File: src/rtl/lkc_pkg.sv
package lkc_pkg;
  localparam logic [7:0] CMD_SETUP     = 8'h60;
  localparam logic [7:0] CMD_CONF_BLK  = 8'h01;
  localparam logic [7:0] CMD_CONF_PERM = 8'hF1;
  localparam logic [7:0] CMD_CONF_CLR  = 8'hD0;
  localparam logic [7:0] CMD_RD_STAT   = 8'h70;
  localparam logic [7:0] CMD_CLR_STAT  = 8'h50;
  localparam logic [7:0] CMD_RD_ARR    = 8'hFF;

  typedef enum logic [3:0] {
    OP_NONE,
    OP_SETUP,
    OP_SET_BLK,
    OP_SET_PERM,
    OP_CLR_ALL,
    OP_BAD_SEQ,
    OP_RD_STAT,
    OP_CLR_STAT,
    OP_RD_ARR
  } op_e;

  typedef struct packed {
    logic clr;   // status bit 5
    logic set;   // status bit 4
    logic volt;  // status bit 3
    logic prot;  // status bit 1
  } err_t;

  function automatic logic is_lock_op(input op_e op);
    return (op == OP_SET_BLK) || (op == OP_SET_PERM) || (op == OP_CLR_ALL);
  endfunction
endpackage

File: src/rtl/lkc_decode.sv
module lkc_decode
  import lkc_pkg::*;
#(
  parameter int BLK_W = 3
) (
  input  logic             clk,
  input  logic             rst_n,
  input  logic             fire,
  input  logic [7:0]       cmd,
  input  logic [BLK_W-1:0] blk_addr,
  output op_e              op,
  output logic [BLK_W-1:0] op_blk
);
  logic pend_q, pend_d;

  always_comb begin
    op     = OP_NONE;
    pend_d = pend_q;
    if (fire) begin
      if (pend_q) begin
        pend_d = 1'b0;
        unique case (cmd)
          CMD_CONF_BLK:  op = OP_SET_BLK;
          CMD_CONF_PERM: op = OP_SET_PERM;
          CMD_CONF_CLR:  op = OP_CLR_ALL;
          default:       op = OP_BAD_SEQ;
        endcase
      end else begin
        unique case (cmd)
          CMD_SETUP:    begin op = OP_SETUP; pend_d = 1'b1; end
          CMD_RD_STAT:  op = OP_RD_STAT;
          CMD_CLR_STAT: op = OP_CLR_STAT;
          CMD_RD_ARR:   op = OP_RD_ARR;
          default:      op = OP_NONE;
        endcase
      end
    end
  end

  assign op_blk = blk_addr;

  always_ff @(posedge clk or negedge rst_n) begin
    if (!rst_n) pend_q <= 1'b0;
    else        pend_q <= pend_d;
  end


  second_cycle_chk: assert property (@(posedge clk) disable iff (!rst_n)
    (fire && pend_q) |-> (op != OP_NONE && op != OP_SETUP && op != OP_RD_STAT));
endmodule

File: src/rtl/lkc_wsm.sv
module lkc_wsm
  import lkc_pkg::*;
#(
  parameter int BLK_W    = 3,
  parameter int BUSY_CYC = 6
) (
  input  logic             clk,
  input  logic             rst_n,
  input  op_e              op,
  input  logic [BLK_W-1:0] op_blk,
  input  logic             prog_v_ok,
  input  logic             wprot_n,
  input  logic             perm_lock,
  output logic             busy,
  output logic             done,
  output err_t             done_err,
  output logic             do_set_blk,
  output logic             do_set_perm,
  output logic             do_clr_all,
  output logic [BLK_W-1:0] do_blk
);
  localparam int CNT_W = $clog2(BUSY_CYC + 1);

  logic [CNT_W-1:0] cnt_q;
  op_e              kind_q;
  logic [BLK_W-1:0] blk_q;
  err_t             err_q, err_d;

  always_comb begin
    err_d = '0;
    if (!prog_v_ok) begin
      err_d.volt = 1'b1;
      if (op == OP_CLR_ALL) err_d.clr = 1'b1;
      else                  err_d.set = 1'b1;
    end else if (op == OP_SET_PERM) begin
      if (!wprot_n) begin err_d.prot = 1'b1; err_d.set = 1'b1; end
    end else if (perm_lock) begin
      err_d.prot = 1'b1;
      if (op == OP_CLR_ALL) err_d.clr = 1'b1;
      else                  err_d.set = 1'b1;
    end
  end

  always_ff @(posedge clk or negedge rst_n) begin
    if (!rst_n) begin
      cnt_q  <= '0;
      kind_q <= OP_NONE;
      blk_q  <= '0;
      err_q  <= '0;
    end else if (is_lock_op(op) && cnt_q == '0) begin
      cnt_q  <= CNT_W'(BUSY_CYC);
      kind_q <= op;
      blk_q  <= op_blk;
      err_q  <= err_d;
    end else if (cnt_q != '0) begin
      cnt_q <= cnt_q - 1'b1;
    end
  end

  assign busy        = (cnt_q != '0);
  assign done        = (cnt_q == CNT_W'(1));
  assign done_err    = err_q;
  assign do_set_blk  = done && err_q == '0 && kind_q == OP_SET_BLK;
  assign do_set_perm = done && err_q == '0 && kind_q == OP_SET_PERM;
  assign do_clr_all  = done && err_q == '0 && kind_q == OP_CLR_ALL;
  assign do_blk      = blk_q;


  no_restart_chk: assert property (@(posedge clk) disable iff (!rst_n)
    busy |-> !is_lock_op(op));

  done_then_idle_chk: assert property (@(posedge clk) disable iff (!rst_n)
    done |=> !busy);
endmodule

File: src/rtl/lkc_locks.sv
module lkc_locks #(
  parameter int NBLK  = 8,
  parameter int BLK_W = 3
) (
  input  logic             clk,
  input  logic             rst_n,
  input  logic             do_set_blk,
  input  logic             do_set_perm,
  input  logic             do_clr_all,
  input  logic [BLK_W-1:0] do_blk,
  output logic [NBLK-1:0]  blk_q,
  output logic             perm_q
);
  for (genvar i = 0; i < NBLK; i++) begin : g_blk
    always_ff @(posedge clk or negedge rst_n) begin
      if (!rst_n)                                   blk_q[i] <= 1'b0;
      else if (do_clr_all)                          blk_q[i] <= 1'b0;
      else if (do_set_blk && do_blk == BLK_W'(i))   blk_q[i] <= 1'b1;
    end
  end

  always_ff @(posedge clk or negedge rst_n) begin
    if (!rst_n)           perm_q <= 1'b0;
    else if (do_set_perm) perm_q <= 1'b1;
  end


  perm_hold_chk: assert property (@(posedge clk) disable iff (!rst_n)
    perm_q |=> perm_q);

  blk_frozen_chk: assert property (@(posedge clk) disable iff (!rst_n)
    perm_q |=> $stable(blk_q));

  one_set_chk: assert property (@(posedge clk) disable iff (!rst_n)
    do_set_blk |=> ($countones(blk_q & ~$past(blk_q)) <= 1));
endmodule

File: src/rtl/lockcmd_ctrl.sv
module lockcmd_ctrl
  import lkc_pkg::*;
#(
  parameter int NBLK     = 8,
  parameter int ADDR_W   = 16,
  parameter int DATA_W   = 16,
  parameter int BUSY_CYC = 6
) (
  input  logic              clk,
  input  logic              rst_n,
  input  logic              wr_valid,
  output logic              wr_ready,
  input  logic [7:0]        wr_cmd,
  input  logic [ADDR_W-1:0] wr_addr,
  input  logic [DATA_W-1:0] arr_rdata,
  output logic [DATA_W-1:0] rd_data,
  output logic              rdy,
  input  logic              wprot_n,
  input  logic              prog_v_ok,
  output logic [NBLK-1:0]   blk_lock,
  output logic              perm_lock
);
  localparam int BLK_W = $clog2(NBLK);

  op_e              op;
  logic [BLK_W-1:0] op_blk, do_blk;
  logic             busy, done, do_set_blk, do_set_perm, do_clr_all;
  err_t             done_err, err_q;
  logic             stat_mode_q;
  logic [7:0]       sr;

  assign wr_ready = !busy;
  assign rdy      = !busy;

  lkc_decode #(.BLK_W(BLK_W)) u_dec (
    .clk      (clk),
    .rst_n    (rst_n),
    .fire     (wr_valid && wr_ready),
    .cmd      (wr_cmd),
    .blk_addr (wr_addr[ADDR_W-1 -: BLK_W]),
    .op       (op),
    .op_blk   (op_blk)
  );

  lkc_wsm #(.BLK_W(BLK_W), .BUSY_CYC(BUSY_CYC)) u_wsm (
    .clk         (clk),
    .rst_n       (rst_n),
    .op          (op),
    .op_blk      (op_blk),
    .prog_v_ok   (prog_v_ok),
    .wprot_n     (wprot_n),
    .perm_lock   (perm_lock),
    .busy        (busy),
    .done        (done),
    .done_err    (done_err),
    .do_set_blk  (do_set_blk),
    .do_set_perm (do_set_perm),
    .do_clr_all  (do_clr_all),
    .do_blk      (do_blk)
  );

  lkc_locks #(.NBLK(NBLK), .BLK_W(BLK_W)) u_locks (
    .clk         (clk),
    .rst_n       (rst_n),
    .do_set_blk  (do_set_blk),
    .do_set_perm (do_set_perm),
    .do_clr_all  (do_clr_all),
    .do_blk      (do_blk),
    .blk_q       (blk_lock),
    .perm_q      (perm_lock)
  );

  always_ff @(posedge clk or negedge rst_n) begin
    if (!rst_n) begin
      err_q       <= '0;
      stat_mode_q <= 1'b0;
    end else begin
      if (op == OP_CLR_STAT)     err_q <= '0;
      else if (op == OP_BAD_SEQ) err_q <= err_q | err_t'{clr: 1'b1, set: 1'b1, volt: 1'b0, prot: 1'b0};
      else if (done)             err_q <= err_q | done_err;

      if (op == OP_RD_ARR)
        stat_mode_q <= 1'b0;
      else if (op == OP_SETUP || op == OP_RD_STAT || op == OP_BAD_SEQ || is_lock_op(op))
        stat_mode_q <= 1'b1;
    end
  end

  assign sr      = {!busy, 1'b0, err_q.clr, err_q.set, err_q.volt, 1'b0, err_q.prot, 1'b0};
  assign rd_data = stat_mode_q ? {{(DATA_W-8){1'b0}}, sr} : arr_rdata;


  bad_seq_chk: assert property (@(posedge clk) disable iff (!rst_n)
    (op == OP_BAD_SEQ) |=> (err_q.clr && err_q.set && $stable(blk_lock) && !busy));

  err_sticky_chk: assert property (@(posedge clk) disable iff (!rst_n)
    (op != OP_CLR_STAT) |=> ((err_q & $past(err_q)) == $past(err_q)));

  ready_busy_chk: assert property (@(posedge clk) disable iff (!rst_n)
    !rdy |-> !wr_ready);
endmodule

File: config.mk
export PLATFORM = sky130hd
export DESIGN_NAME = lockcmd_ctrl
export DESIGN_NICKNAME = d
export VERILOG_FILES = /design/src/rtl/lkc_pkg.sv /design/src/rtl/lkc_decode.sv /design/src/rtl/lkc_wsm.sv /design/src/rtl/lkc_locks.sv /design/src/rtl/lockcmd_ctrl.sv
export SDC_FILE = /design/constraint.sdc
export NUM_CORES = 1
export LEC_CHECK = 0
export ABC_CLOCK_PERIOD_IN_PS = 2500
export CAP_MARGIN = 40
export CELL_PAD_IN_SITES_DETAIL_PLACEMENT = 1
export CELL_PAD_IN_SITES_GLOBAL_PLACEMENT = 1
export CORE_ASPECT_RATIO = 0.7
export CORE_MARGIN = 1
export CORE_UTILIZATION = 30
export CTS_BUF_LIST = sky130_fd_sc_hd__clkbuf_8 sky130_fd_sc_hd__clkbuf_16
export CTS_CLUSTER_SIZE = 10
export DETAILED_ROUTE_END_ITERATION = 10
export PLACE_DENSITY_LB_ADDON = 0.1
export SLEW_MARGIN = 15
export SYNTH_ARGS = -nofsm -noshare
export SYNTH_HDL_FRONTEND = slang
export SYNTH_SLANG_ARGS = --single-unit
File: constraint.sdc
create_clock -name clk -period 2.5 [get_ports clk]
set_clock_uncertainty 0.2 [all_clocks]
set_input_delay 0.5 -clock clk [delete_from_list [all_inputs] [get_ports clk]]
set_output_delay 0.5 -clock clk [all_outputs]
set_load 0.02 [all_outputs]
==> results.md <==
- Status: finished, final reports clean
- CP dominant cell by count: clkdlybuf4s50_1
- Static Leak: 1.17 nW
- FP Rows: 21
- Placed cells: 312
- CTS Hold Bufs: 0
- Minimum clock period: 2.46 ns
- Area of the multi-input gates: 808 sq um
- TritonCTS Buffers: 5
- Synth Net Count: 216
- Clock sink count: 29
- Worst Path Required: 1.80 ns
- Pin count of the biggest net entering global routing: 30
- Clock Tree Buf Depth: 2
- CP cell instances: clkdlybuf4s50_1, nor2b_1, clkdlybuf4s50_1
- Kind of critical path: in -> out
- Max Cap Violations: 0
- Fin Hold WS: 0.292 ns
- Worst VDD drop: 0.490 mV
- Initial antenna violation count: 0
- Yosys warns: 0
- RSZ-0062 raised after global routing: false
- Post-synthesis sequential area ratio: 45.5%
- Synth async-reset ratio: 100%
- Yosys top cell area share: 45.5%
- Placer congestion estimate: 0.782
- N_diodes: 0
- Hold Fails Final Rpt: 0
- Clock Tree Root: clkbuf_8
- FMAX: 407 MHz
- Share of cells above drive strength 1: 17.9%
- Syn Inst Count: 168
- Clock Latency Late Sink: 0.28 ns
- Slowest stage delay, CP: 0.62 ns
- Crit start category: input port
- Crit path max-delay cell type: clkdlybuf4s50_1
- Die X: 89.2 um
- TritonRoute pass-1 iters: 4
- CP Max Fanout: 1
- Reg area: 727 sq um
- Fin cells: 321
- CTS tree: yes
- Count of input and output buffers: 58
- Area delta synth->final: 58.2%
- DP Wirelength: 3920 um
- Synth cell types: 44
- Fillcell total: 597
- Period utilization: 98.2%
- Total routed wirelength: 4870 um
- Vias in the first global route: 1730
- Nets@finish: 299
- Top-Level Pins: 72
- Post-route ant nets: 0
- DRT iter0 DRCs: 33
- Synth Flop Type: dfrtp_1
- Vias/cell: 4.90
- Endpoints failing setup: 0
- Endpoint class of the critical path: output port
- Hold Crit Class: reg -> reg
- CP arrival: 1.76 ns
- GR Util All Layers: 19.4%
- Core ar.: 4940 sq um
- Total Neg Setup Slack: 0 ns
- Most area-consuming cells after synthesis: dfrtp_1 45%, nor2b_1 6.7%, nor2_1 4.0%, mux2_2 3.5%, nand2_1 3.5%
- Max-Slew Margin vs Limit: 71.3%
- # H-tree levels: 2
- Mean Syn Cell Area: 9.50 sq um
- Post-synth EDFFs: 0
- Die area: 5620 sq um
- First-pass GRT wire length: 8220 um
- Grt total ovfl: 0
- Netlist Area Pre-Place: 1600 sq um
- Synth area leader: dfrtp_1
- Commonest cells post-synth: 29 x dfrtp_1, 17 x nor2_1, 17 x nor2b_1
- Die H: 63.0 um
- Final Max Slew Viols: 0
- Pwr dens: 565 nW/um^2
- Final core utilization: 51.1%
- Clock transition at path regs: 0.07 ns
- Starting Density: 32.3%
- Flops & latches, synth: 29
- Worst-Margin Slew: 0.430 ns
- Count leader, synth: dfrtp_1
- # DRC: 0
- Via Count: 1572
- WL per Instance: 15.2 um
==> placed cells by master (no fill, tap or decap), types with 2 or more instances in the layout <==
| cell type | n |
|---|---|
| buf_4 | 24 |
| nor3_2 | 2 |
| nand2_1 | 15 |
| clkbuf_8 | 6 |
| a31oi_1 | 6 |
| ha_1 | 3 |
| mux2i_1 | 3 |
| mux2_2 | 5 |
| nor4_1 | 4 |
| xor2_1 | 2 |
| nand4b_1 | 2 |
| nand3_1 | 7 |
| o21ai_0 | 6 |
| nor2b_1 | 16 |
| nor2_1 | 17 |
| dlygate4sd2_1 | 3 |
| and2_1 | 2 |
| a21oi_1 | 11 |
| clkdlybuf4s50_1 | 55 |
| dfrtp_1 | 28 |
| inv_1 | 9 |
==> kinds of logic (layout without fill, tap and decap cells) <==
| kind of cell | Yosys count | count (layout) | synth area share (%) |
|---|---|---|---|
| compound gates | 36 | 36 | 15.0 |
| simple gates | 75 | 75 | 25.7 |
| mux | 9 | 9 | 6.35 |
| fa+ha+maj | 3 | 3 | 2.35 |
| xor+xnor | 2 | 2 | 1.10 |
| flops | 29 | 29 | 45.5 |
| buf+inv | 14 | 98 | 4.08 |
==> cell type report <==
class                           count  share of cell area (%)
Multi-Input combinational cell    125                    32.0
Tap cell                           69                    3.42
Clock inverter                      2                    1.34
Inverter                            8                    1.19
Sequential cell                    29                    28.8
Clock buffer                        6                    3.27
Timing Repair Buffer               82                    30.0
==> worst max-delay path, delay by kind of cell <==
kind,cells,cell delay [ns]
simple gates,1,0.17
buf+inv,2,1.09
==> state kept, by name (all words and copies together) (netlist names) <==
register	cells
u_dec.pend_q	1
err_q	4
u_wsm.cnt_q	3
u_wsm.kind_q	4
u_locks.perm_q	1
u_wsm.do_blk	3
u_locks.blk_q	8
stat_mode_q	1
u_wsm.done_err	4
==> report_power, final <==
part | switching [mW] | internal (mW)
logic | 0.202 | 0.194
registers | 0.0234 | 0.503
clock network | 0.184 | 0.321
==> layer usage <==
layer | up-vias | GRT usage (%) | part of all wire (%)
met4 | 0 | 3.37 | 0.12
met3 | 2 | 4.36 | 2.9
met5 | - | 0 | 0
met2 | 24 | 32.1 | 48
li1 | 766 | - | -
met1 | 780 | 25.9 | 49
==> final timing paths <==
| path | from | endpoint | slack, ns | depth (start not counted) |
|---|---|---|---|---|
| setup / recovery | arr_rdata[11] | rd_data[11] | 0.04 | 3 |
| min in group asynchronous | rst_n | err_q[1] | 0.41 | 2 |
| hold / removal | u_wsm.kind_q[3] | u_wsm.kind_q[3] | 0.29 | 1 |
| hold reg to reg | u_wsm.kind_q[3] | u_wsm.kind_q[3] | 0.29 | 1 |
| setup reg to reg | u_wsm.cnt_q[1] | u_wsm.done_err[2] | 0.32 | 8 |
| max in group asynchronous | rst_n | stat_mode_q | 1.38 | 2 |
==> stage by stage <==
stage          instance area (sq um)  worst slack (ns)  power, mW
3_5_place_dp                    2400            -0.156      0.929
2_1_floorplan                   1600             0.253      0.740
3_3_place_gp                    2400            -0.127      0.909
5_1_grt                         2520           0.00578       1.50
6_report                        2520            0.0448       1.43
4_1_cts                         2510            0.0495       1.42
==> timing repair <==
action	CTS	global route
buffers inserted	0	1
resized for setup	4	1
gates cloned	0	0
setup endpoints to repair	15	3
(Power assumes the default switching activity.)
